### src/rtl/clock_victim_sel.sv
module clock_victim_sel #(
  parameter int NUM_SETS = 16,
  parameter int NUM_WAYS = 4,
  localparam int SET_W = (NUM_SETS > 1) ? $clog2(NUM_SETS) : 1,
  localparam int WAY_W = (NUM_WAYS > 1) ? $clog2(NUM_WAYS) : 1
) (
  input  logic             clk,
  input  logic             rst_n,
  input  logic             acc_valid,
  input  logic [SET_W-1:0] acc_set,
  input  logic [WAY_W-1:0] acc_way,
  input  logic             vreq_valid,
  input  logic [SET_W-1:0] vreq_set,
  output logic [WAY_W-1:0] victim_way,
  output logic             victim_done
);

  logic [NUM_SETS-1:0][NUM_WAYS-1:0] ref_q;
  logic [NUM_SETS-1:0][WAY_W-1:0]    hand_q;
  logic                              busy_q;
  logic [SET_W-1:0]                  set_q;
  logic [WAY_W-1:0]                  ptr_q;

  logic [WAY_W-1:0] ptr_nxt;
  logic             cur_ref;
  logic             acc_ok;

  assign ptr_nxt = (ptr_q == WAY_W'(NUM_WAYS - 1)) ? '0 : ptr_q + 1'b1;
  assign cur_ref = ref_q[set_q][ptr_q];
  assign acc_ok  = acc_valid
                && ({1'b0, acc_way} < (WAY_W+1)'(NUM_WAYS))
                && ({1'b0, acc_set} < (SET_W+1)'(NUM_SETS));

  always_ff @(posedge clk) begin
    if (!rst_n) begin
      ref_q       <= '0;
      hand_q      <= '0;
      busy_q      <= 1'b0;
      set_q       <= '0;
      ptr_q       <= '0;
      victim_way  <= '0;
      victim_done <= 1'b0;
    end else begin
      victim_done <= 1'b0;
      if (!busy_q) begin
        if (vreq_valid && ({1'b0, vreq_set} < (SET_W+1)'(NUM_SETS))) begin
          busy_q <= 1'b1;
          set_q  <= vreq_set;
          ptr_q  <= hand_q[vreq_set];
        end
      end else if (cur_ref) begin
        ref_q[set_q][ptr_q] <= 1'b0;
        ptr_q               <= ptr_nxt;
      end else begin
        ref_q[set_q][ptr_q] <= 1'b1;
        hand_q[set_q]       <= ptr_nxt;
        victim_way          <= ptr_q;
        victim_done         <= 1'b1;
        busy_q              <= 1'b0;
      end
      if (acc_ok)
        ref_q[acc_set][acc_way] <= 1'b1;
    end
  end

endmodule

### config.mk
export PLATFORM = sky130hd
export DESIGN_NAME = clock_victim_sel
export DESIGN_NICKNAME = d
export VERILOG_FILES = /design/src/rtl/clock_victim_sel.sv
export SDC_FILE = /design/constraint.sdc
export NUM_CORES = 1
export LEC_CHECK = 0
export ABC_CLOCK_PERIOD_IN_PS = 3100
export BUFFER_PORTS_ARGS = -buffer_cell sky130_fd_sc_hd__buf_2
export CAP_MARGIN = 20
export CORE_MARGIN = 10
export CORE_UTILIZATION = 50
export DETAILED_ROUTE_END_ITERATION = 7
export GPL_ROUTABILITY_DRIVEN = 0
export PLACE_DENSITY = 0.64
export SLEW_MARGIN = 15
export SYNTH_ARGS = -nofsm -noshare
export SYNTH_HDL_FRONTEND = slang
export SYNTH_SLANG_ARGS = --single-unit
### constraint.sdc
create_clock -name clk -period 3.1 [get_ports clk]
set_input_delay 0.62 -clock clk [delete_from_list [all_inputs] [get_ports clk]]
set_output_delay 0.62 -clock clk [all_outputs]
set_load 0.05 [all_outputs]
==> results.py, run 1 <==
metrics = {
    "outcome": {
        "status": "finished clean",
    },
    "synth": {
        "synth_top_family_by_area": "compound AO/OA/AOI/OAI gates",
        "synth_top_area_cell": "dfxtp_1",
        "ys_ff_latch": 106,
        "ys_warn_count": 0,
        "muxShareOfSynthArea_pct": 16.8,
        "synth_top_area_share_pct": 36.1,
        "synth_async_sr_flop_share_pct": 0,
        "synth_flop_cell": "dfxtp_1",
        "synth_xor_area_share_pct": 0,
        "synth_seq_area_share_pct": 36.1,
        "postSynthCellCount": 632,
        "synth_simple_gate_area_share_pct": 17.3,
        "syn_area_per_cell_um2": 9.31,
        "netlist_area_um2": 5880,
        "yosys-top-cells-area": "dfxtp_1, a32o_1, mux4_2, nand2_1, mux2i_1",
        "synthAdderAreaFrac_pct": 0.851,
        "synth-edff-count": 0,
        "syn-num-nets": 650,
        "synth_compound_area_share_pct": 23.1,
        "synth_cell_types": 42,
    },
    "floorplanning": {
        "die_area_um2": 16500,
        "rows": 39,
        "die_h_um": 128,
        "coreArea_um2": 11500,
        "initial_core_util_pct": 51.3,
        "io_pins": 17,
        "die_x_um": 128,
    },
    "worst_setup_path": {
        "crit_fanout": 19,
        "critPathKind": "reg -> reg",
        "worstSetupStartpoint": "set_q[0]",
        "crit_path_end_kind": "flip-flop",
        "critPathMaxStageDelay_ns": 0.73,
        "start_kind": "flip-flop",
        "critPathRequiredTime_ns": 3.33,
        "cp.arrival_ns": 3.07,
        "crit_path_top_delay_cell": "dfxtp_1",
        "crit_chain": "buf_4 > and3b_1 > a221oi_1 > and3_1 > o21a_2 > o21ai_1 > mux2i_1",
        "reg2reg_from": "set_q[0]",
    },
    "power": {
        "p_per_area_nw_per_um2": 478,
        "p_leak_uw": 0.00231,
        "ir_worst_vdd_uv": 416,
    },
    "drt": {
        "vias_per_cell": 6.79,
        "drtIter0Drc": 703,
        "vias": 5205,
        "ant_nets": 0,
        "firstDrtPassIters": 5,
        "routed_wirelength_um": 17700,
        "drc": 0,
        "wl_per_cell_um": 23.1,
    },
    "sta": {
        "finalSetupViolations": 0,
        "drv_slew": 0,
        "min_period_ns": 2.83,
        "rsz0062_at_grt": "false",
        "finalHoldViolCount": 0,
        "finalCritPeriodShare_pct": 91.4,
        "final.setup.tns_ns": 0,
        "max-slew-margin-rel_pct": 38.4,
        "tightestPinTransition_ns": 0.917,
        "skew_ns": 0.0100,
        "timing.fmax_mhz": 353,
    },
    "cells_and_area": {
        "drive_above_1_share_pct": 16.5,
        "multi_input_area_um2": 3410,
        "final_nets": 637,
        "syn2layout_area_growth_pct": 7.34,
        "fillers": 1025,
        "fin_cells": 767,
        "antennaDiodeCount": 0,
        "area.sequential_um2": 2120,
    },
    "clocking": {
        "clkSinkCount": 106,
        "cts.repair.resized": 0,
        "insertion_delay_ns": 0.36,
        "htree_levels": 3,
        "cts_tree": "built",
        "cts_max_path_buffers": 2,
        "cts_setup_buffers": 0,
        "path_clk_slew_ns": 0.07,
        "cts_buffers": 9,
        "root_buffer": "clkbuf_16",
        "ctsHoldBuffers": 0,
    },
    "placement": {
        "hpwl_um": 12000,
        "dp.cells": 751,
        "io_buffer_count": 16,
    },
    "hold_path": {
        "min_from": "hand_q[30]",
        "hp-class": "reg -> reg",
    },
    "grt": {
        "antenna_found_initial": 0,
        "grt_max_degree": 65,
        "grt_overflow_total": 0,
        "grt_use_total_pct": 21.3,
        "grt_pass1_wl_um": 27800,
        "grt_pass1_vias": 4902,
    },
    "flow_run": {
        "max_cap_viol_count": 0,
    },
}
-- worst paths after layout --
check                           depth (start not counted)  slack, ns          to
worst min register to register                          2       0.46  hand_q[30]
worst min-delay path                                    2       0.46  hand_q[30]
worst max-delay path                                    7       0.27  hand_q[15]
worst max register to register                          7       0.27  hand_q[15]
-- cell usage in the layout (no fill, tap or decap), drive strengths merged, types with 2 or more instances in the layout --
cell / Yosys / final
nand3: 4 / 4
nor2b: 4 / 4
dfxtp: 106 / 106
mux4: 22 / 22
nand2: 128 / 128
mux2: 8 / 8
and3: 4 / 4
mux2i: 40 / 40
o2bb2ai: 4 / 4
a21oi: 3 / 3
or3b: 2 / 2
nor3: 22 / 22
and2: 6 / 6
clkbuf: 47 / 9
nand2b: 8 / 8
a221oi: 3 / 3
buf: 17 / 40
nand3b: 2 / 2
inv: 3 / 5
or2: 6 / 6
clkinv: 0 / 2
clkinvlp: 0 / 2
a32o: 64 / 64
nor4: 9 / 9
a22o: 44 / 44
o21ai: 34 / 34
ha: 4 / 4
a22oi: 3 / 3
nand4: 3 / 3
nor2: 25 / 25
-- synth_stat cells, types with 7 or more instances --
cell type  number
nand2_1       128
dfxtp_1       106
a32o_1         64
clkbuf_1       47
a22o_1         44
mux2i_1        40
nor2_1         25
mux4_2         22
nor3_1         20
o21ai_0        18
o21ai_1        16
buf_6          12
nor4_1          9
nand2b_1        8
mux2_2          7
-- layer usage --
layer,GRT usage (%),vias to the layer above,part of all wire [%],routed length [um]
met2,31.3,249,44,7840
met3,4.44,40,8.5,1510
met5,0,-,0,0
met1,29.4,2567,44,7710
li1,-,2349,-,-
met4,9.54,0,3.5,617
-- area by class of cell --
| type | instances | share of cell area (%) |
|---|---|---|
| Multi-Input combinational cell | 459 | 54.1 |
| Sequential cell | 106 | 33.6 |
| Timing Repair Buffer | 40 | 4.32 |
| Clock buffer | 9 | 3.57 |
| Tap cell | 143 | 2.83 |
| Clock inverter | 7 | 1.39 |
| Inverter | 3 | 0.178 |
-- report_power, final --
group          total (uW)  switching (uW)  internal, uW
registers            1420            35.1          1380
logic                 385             258           127
clock network        1210             572           641
total                3020             865          2150
-- critical path: cells and delay by family, from the launching register on --
family	cells	cell delay [ns]
flops	1	0.73
mux	1	0.17
simple gates	2	0.50
buf+inv	1	0.32
compound gates	3	0.97
-- cell families after synthesis --
family          after synthesis
simple gates                225
mux                          70
buf+inv                      67
fa+ha+maj                     4
compound gates              160
flops                       106
-- through the flow --
stage	setup WS, ns	total power [uW]	util (%)	hold WS, ns	area, um^2
after floorplan	0.775	1730	-	0.435	5880
after global placement	0.299	1820	52.3	0.443	6000
after detailed placement	0.102	1830	52.3	0.451	6000
after CTS	0.102	3020	55.0	0.463	6310
after global routing	0.0543	3100	55.1	0.488	6310
final	0.266	3020	55.1	0.459	6310
Power figures use the tool's default switching activity.
==> run 2, diff against run 1 <==
--- a/config.mk
+++ b/config.mk
@@ -13,6 +13,7 @@
 export DETAILED_ROUTE_END_ITERATION = 7
 export GPL_ROUTABILITY_DRIVEN = 0
 export PLACE_DENSITY = 0.64
+export RECOVER_POWER = 100
 export SLEW_MARGIN = 15
 export SYNTH_ARGS = -nofsm -noshare
 export SYNTH_HDL_FRONTEND = slang
==> run 2 against run 1 <==
Net effect: sequential power is essentially flat; critical path depth stayed put; worst hold slack improved by 0.0018 ns; sequential share of layout area up 0.074 points; critical endpoint is now hand_q[25]; largest power group unchanged.
==> results.py, run 2 (same netlist as run 1, synthesis figures left out) <==
metrics = {
    "clocking": {
        "cts_tree": "built",
        "cts_max_path_buffers": 2,
        "ctsHoldBuffers": 0,
        "path_clk_slew_ns": 0.08,
        "htree_levels": 3,
        "insertion_delay_ns": 0.36,
        "clkSinkCount": 106,
        "root_buffer": "clkbuf_16",
        "cts_buffers": 9,
        "cts_setup_buffers": 0,
    },
    "outcome": {
        "status": "finished clean",
    },
    "drt": {
        "firstDrtPassIters": 6,
        "vias": 5160,
        "ant_nets": 0,
        "drtIter0Drc": 700,
        "wl_per_cell_um": 22.9,
        "drc": 0,
        "routed_wirelength_um": 17500,
        "vias_per_cell": 6.73,
    },
    "worst_setup_path": {
        "r2r_setup_slack_ns": 0.27,
        "crit_path_top_delay_cell": "dfxtp_1",
        "cp.arrival_ns": 3.07,
        "start_kind": "flip-flop",
        "reg2reg_depth": 7,
        "critical_path.top_delay_family": "compound AO/OA/AOI/OAI gates",
        "worstSetupStartpoint": "set_q[0]",
        "critPathMaxStageDelay_ns": 0.73,
        "crit_path_end_kind": "flip-flop",
        "crit_chain": "buf_4 > and3b_1 > a221oi_1 > and3_1 > o21a_2 > o21ai_0 > mux2i_1",
        "critPathKind": "reg -> reg",
        "reg2reg_from": "set_q[0]",
        "critPathRequiredTime_ns": 3.34,
        "path_buf_inv": 1,
        "reg2reg_to": "hand_q[25]",
        "crit_fanout": 19,
    },
    "cells_and_area": {
        "final_nets": 637,
        "fin_area_um2": 6300,
        "antennaDiodeCount": 0,
        "layout_common_cells": "nand2_1, dfxtp_1, a32o_1, a22o_1, mux2i_1",
        "drive_above_1_share_pct": 15.5,
        "syn2layout_area_growth_pct": 7.10,
        "post-route-util_pct": 54.9,
        "final_common_cell": "nand2_1",
        "fillers": 1030,
    },
    "placement": {
        "place_area_um2": 6000,
        "io_buffer_count": 16,
        "place_ws_ns": 0.102,
        "hpwl_um": 12000,
    },
    "floorplanning": {
        "die_area_um2": 16500,
        "io_pins": 17,
        "coreArea_um2": 11500,
        "initial_core_util_pct": 51.3,
        "die_h_um": 128,
        "die_x_um": 128,
        "rows": 39,
    },
    "grt": {
        "grt_pass1_wl_um": 27800,
        "grt_overflow_total": 0,
        "grt_max_degree": 65,
        "grt_pass1_vias": 4902,
        "antenna_found_initial": 0,
        "grt_use_total_pct": 21.3,
    },
    "sta": {
        "timing.fmax_mhz": 353,
        "max-slew-margin-rel_pct": 39.2,
        "min_period_ns": 2.83,
        "tightestPinTransition_ns": 0.905,
        "finalHoldViolCount": 0,
        "final.setup.tns_ns": 0,
        "skew_ns": 0.00970,
        "drv_slew": 0,
        "rsz0062_at_grt": "false",
        "fin_ws_ns": 0.270,
        "finalCritPeriodShare_pct": 91.3,
        "finalSetupViolations": 0,
    },
    "flow_run": {
        "max_cap_viol_count": 0,
    },
    "power": {
        "p_per_area_nw_per_um2": 478,
        "p_leak_uw": 0.00229,
        "ir_worst_vdd_uv": 415,
        "p_total_uw": 3010,
    },
    "hold_path": {
        "hold_depth": 2,
        "hp-class": "reg -> reg",
        "min_to": "hand_q[30]",
        "min_from": "hand_q[30]",
    },
}
## run 2: cell types whose count changed in the layout (fill, tap and decap cells not counted), sizes merged
cell    previous run  this run
clkbuf             9        14
buf               40        35
## run 2: per-layer routing
layer	share of wire, %	vias to the layer above	track usage [%]
li1	-	2358	-
met1	45	2550	29.4
met2	45	211	31.3
met3	6.9	41	4.44
met4	3.5	0	9.54
met5	0	-	0
## run 2: area by class of cell
type	instances	area, um^2	area share [%]
multi-input cells	459	3410	54.1
clock buffers	9	225	3.57
clock inverters	7	87.6	1.39
inverters	3	11.3	0.179
flip-flops and latches	106	2120	33.7
well taps	143	179	2.84
repair buffers	40	264	4.19
## run 2: report_power, final
group	internal [uW]	leakage [uW]	switching (uW)
Sequential	1380	0.000856	35.1
Clock	641	0.000145	571
Combinational	125	0.00129	255
## run 2: worst max-delay path by stage
| stage | endpoint | slack, ns | cells after the start |
|---|---|---|---|
| floorplan | ptr_q[0] | 0.78 | 6 |
| global placement | hand_q[31] | 0.30 | 7 |
| detailed placement | hand_q[15] | 0.10 | 7 |
| CTS | hand_q[15] | 0.10 | 7 |
| global route | hand_q[25] | 0.07 | 8 |
| finish | hand_q[25] | 0.27 | 7 |
## run 2: stage by stage
stage,hold WS [ns],cells
floorplan,0.435,632
global placement,0.443,751
detailed placement,0.451,751
CTS,0.463,767
global route,0.488,767
finish,0.461,767
## run 2: what timing repair did
item | 4_1_cts | 5_1_grt
setup endpoints to repair | 0 | 33
hold endpoints to repair | 0 | 0
resized for setup | 0 | 1
## run 2: worst min-delay path, stage by stage (launching register included)
cell	delay, ns
dfxtp_1	0.31
nand2_1	0.05
mux2i_1	0.05
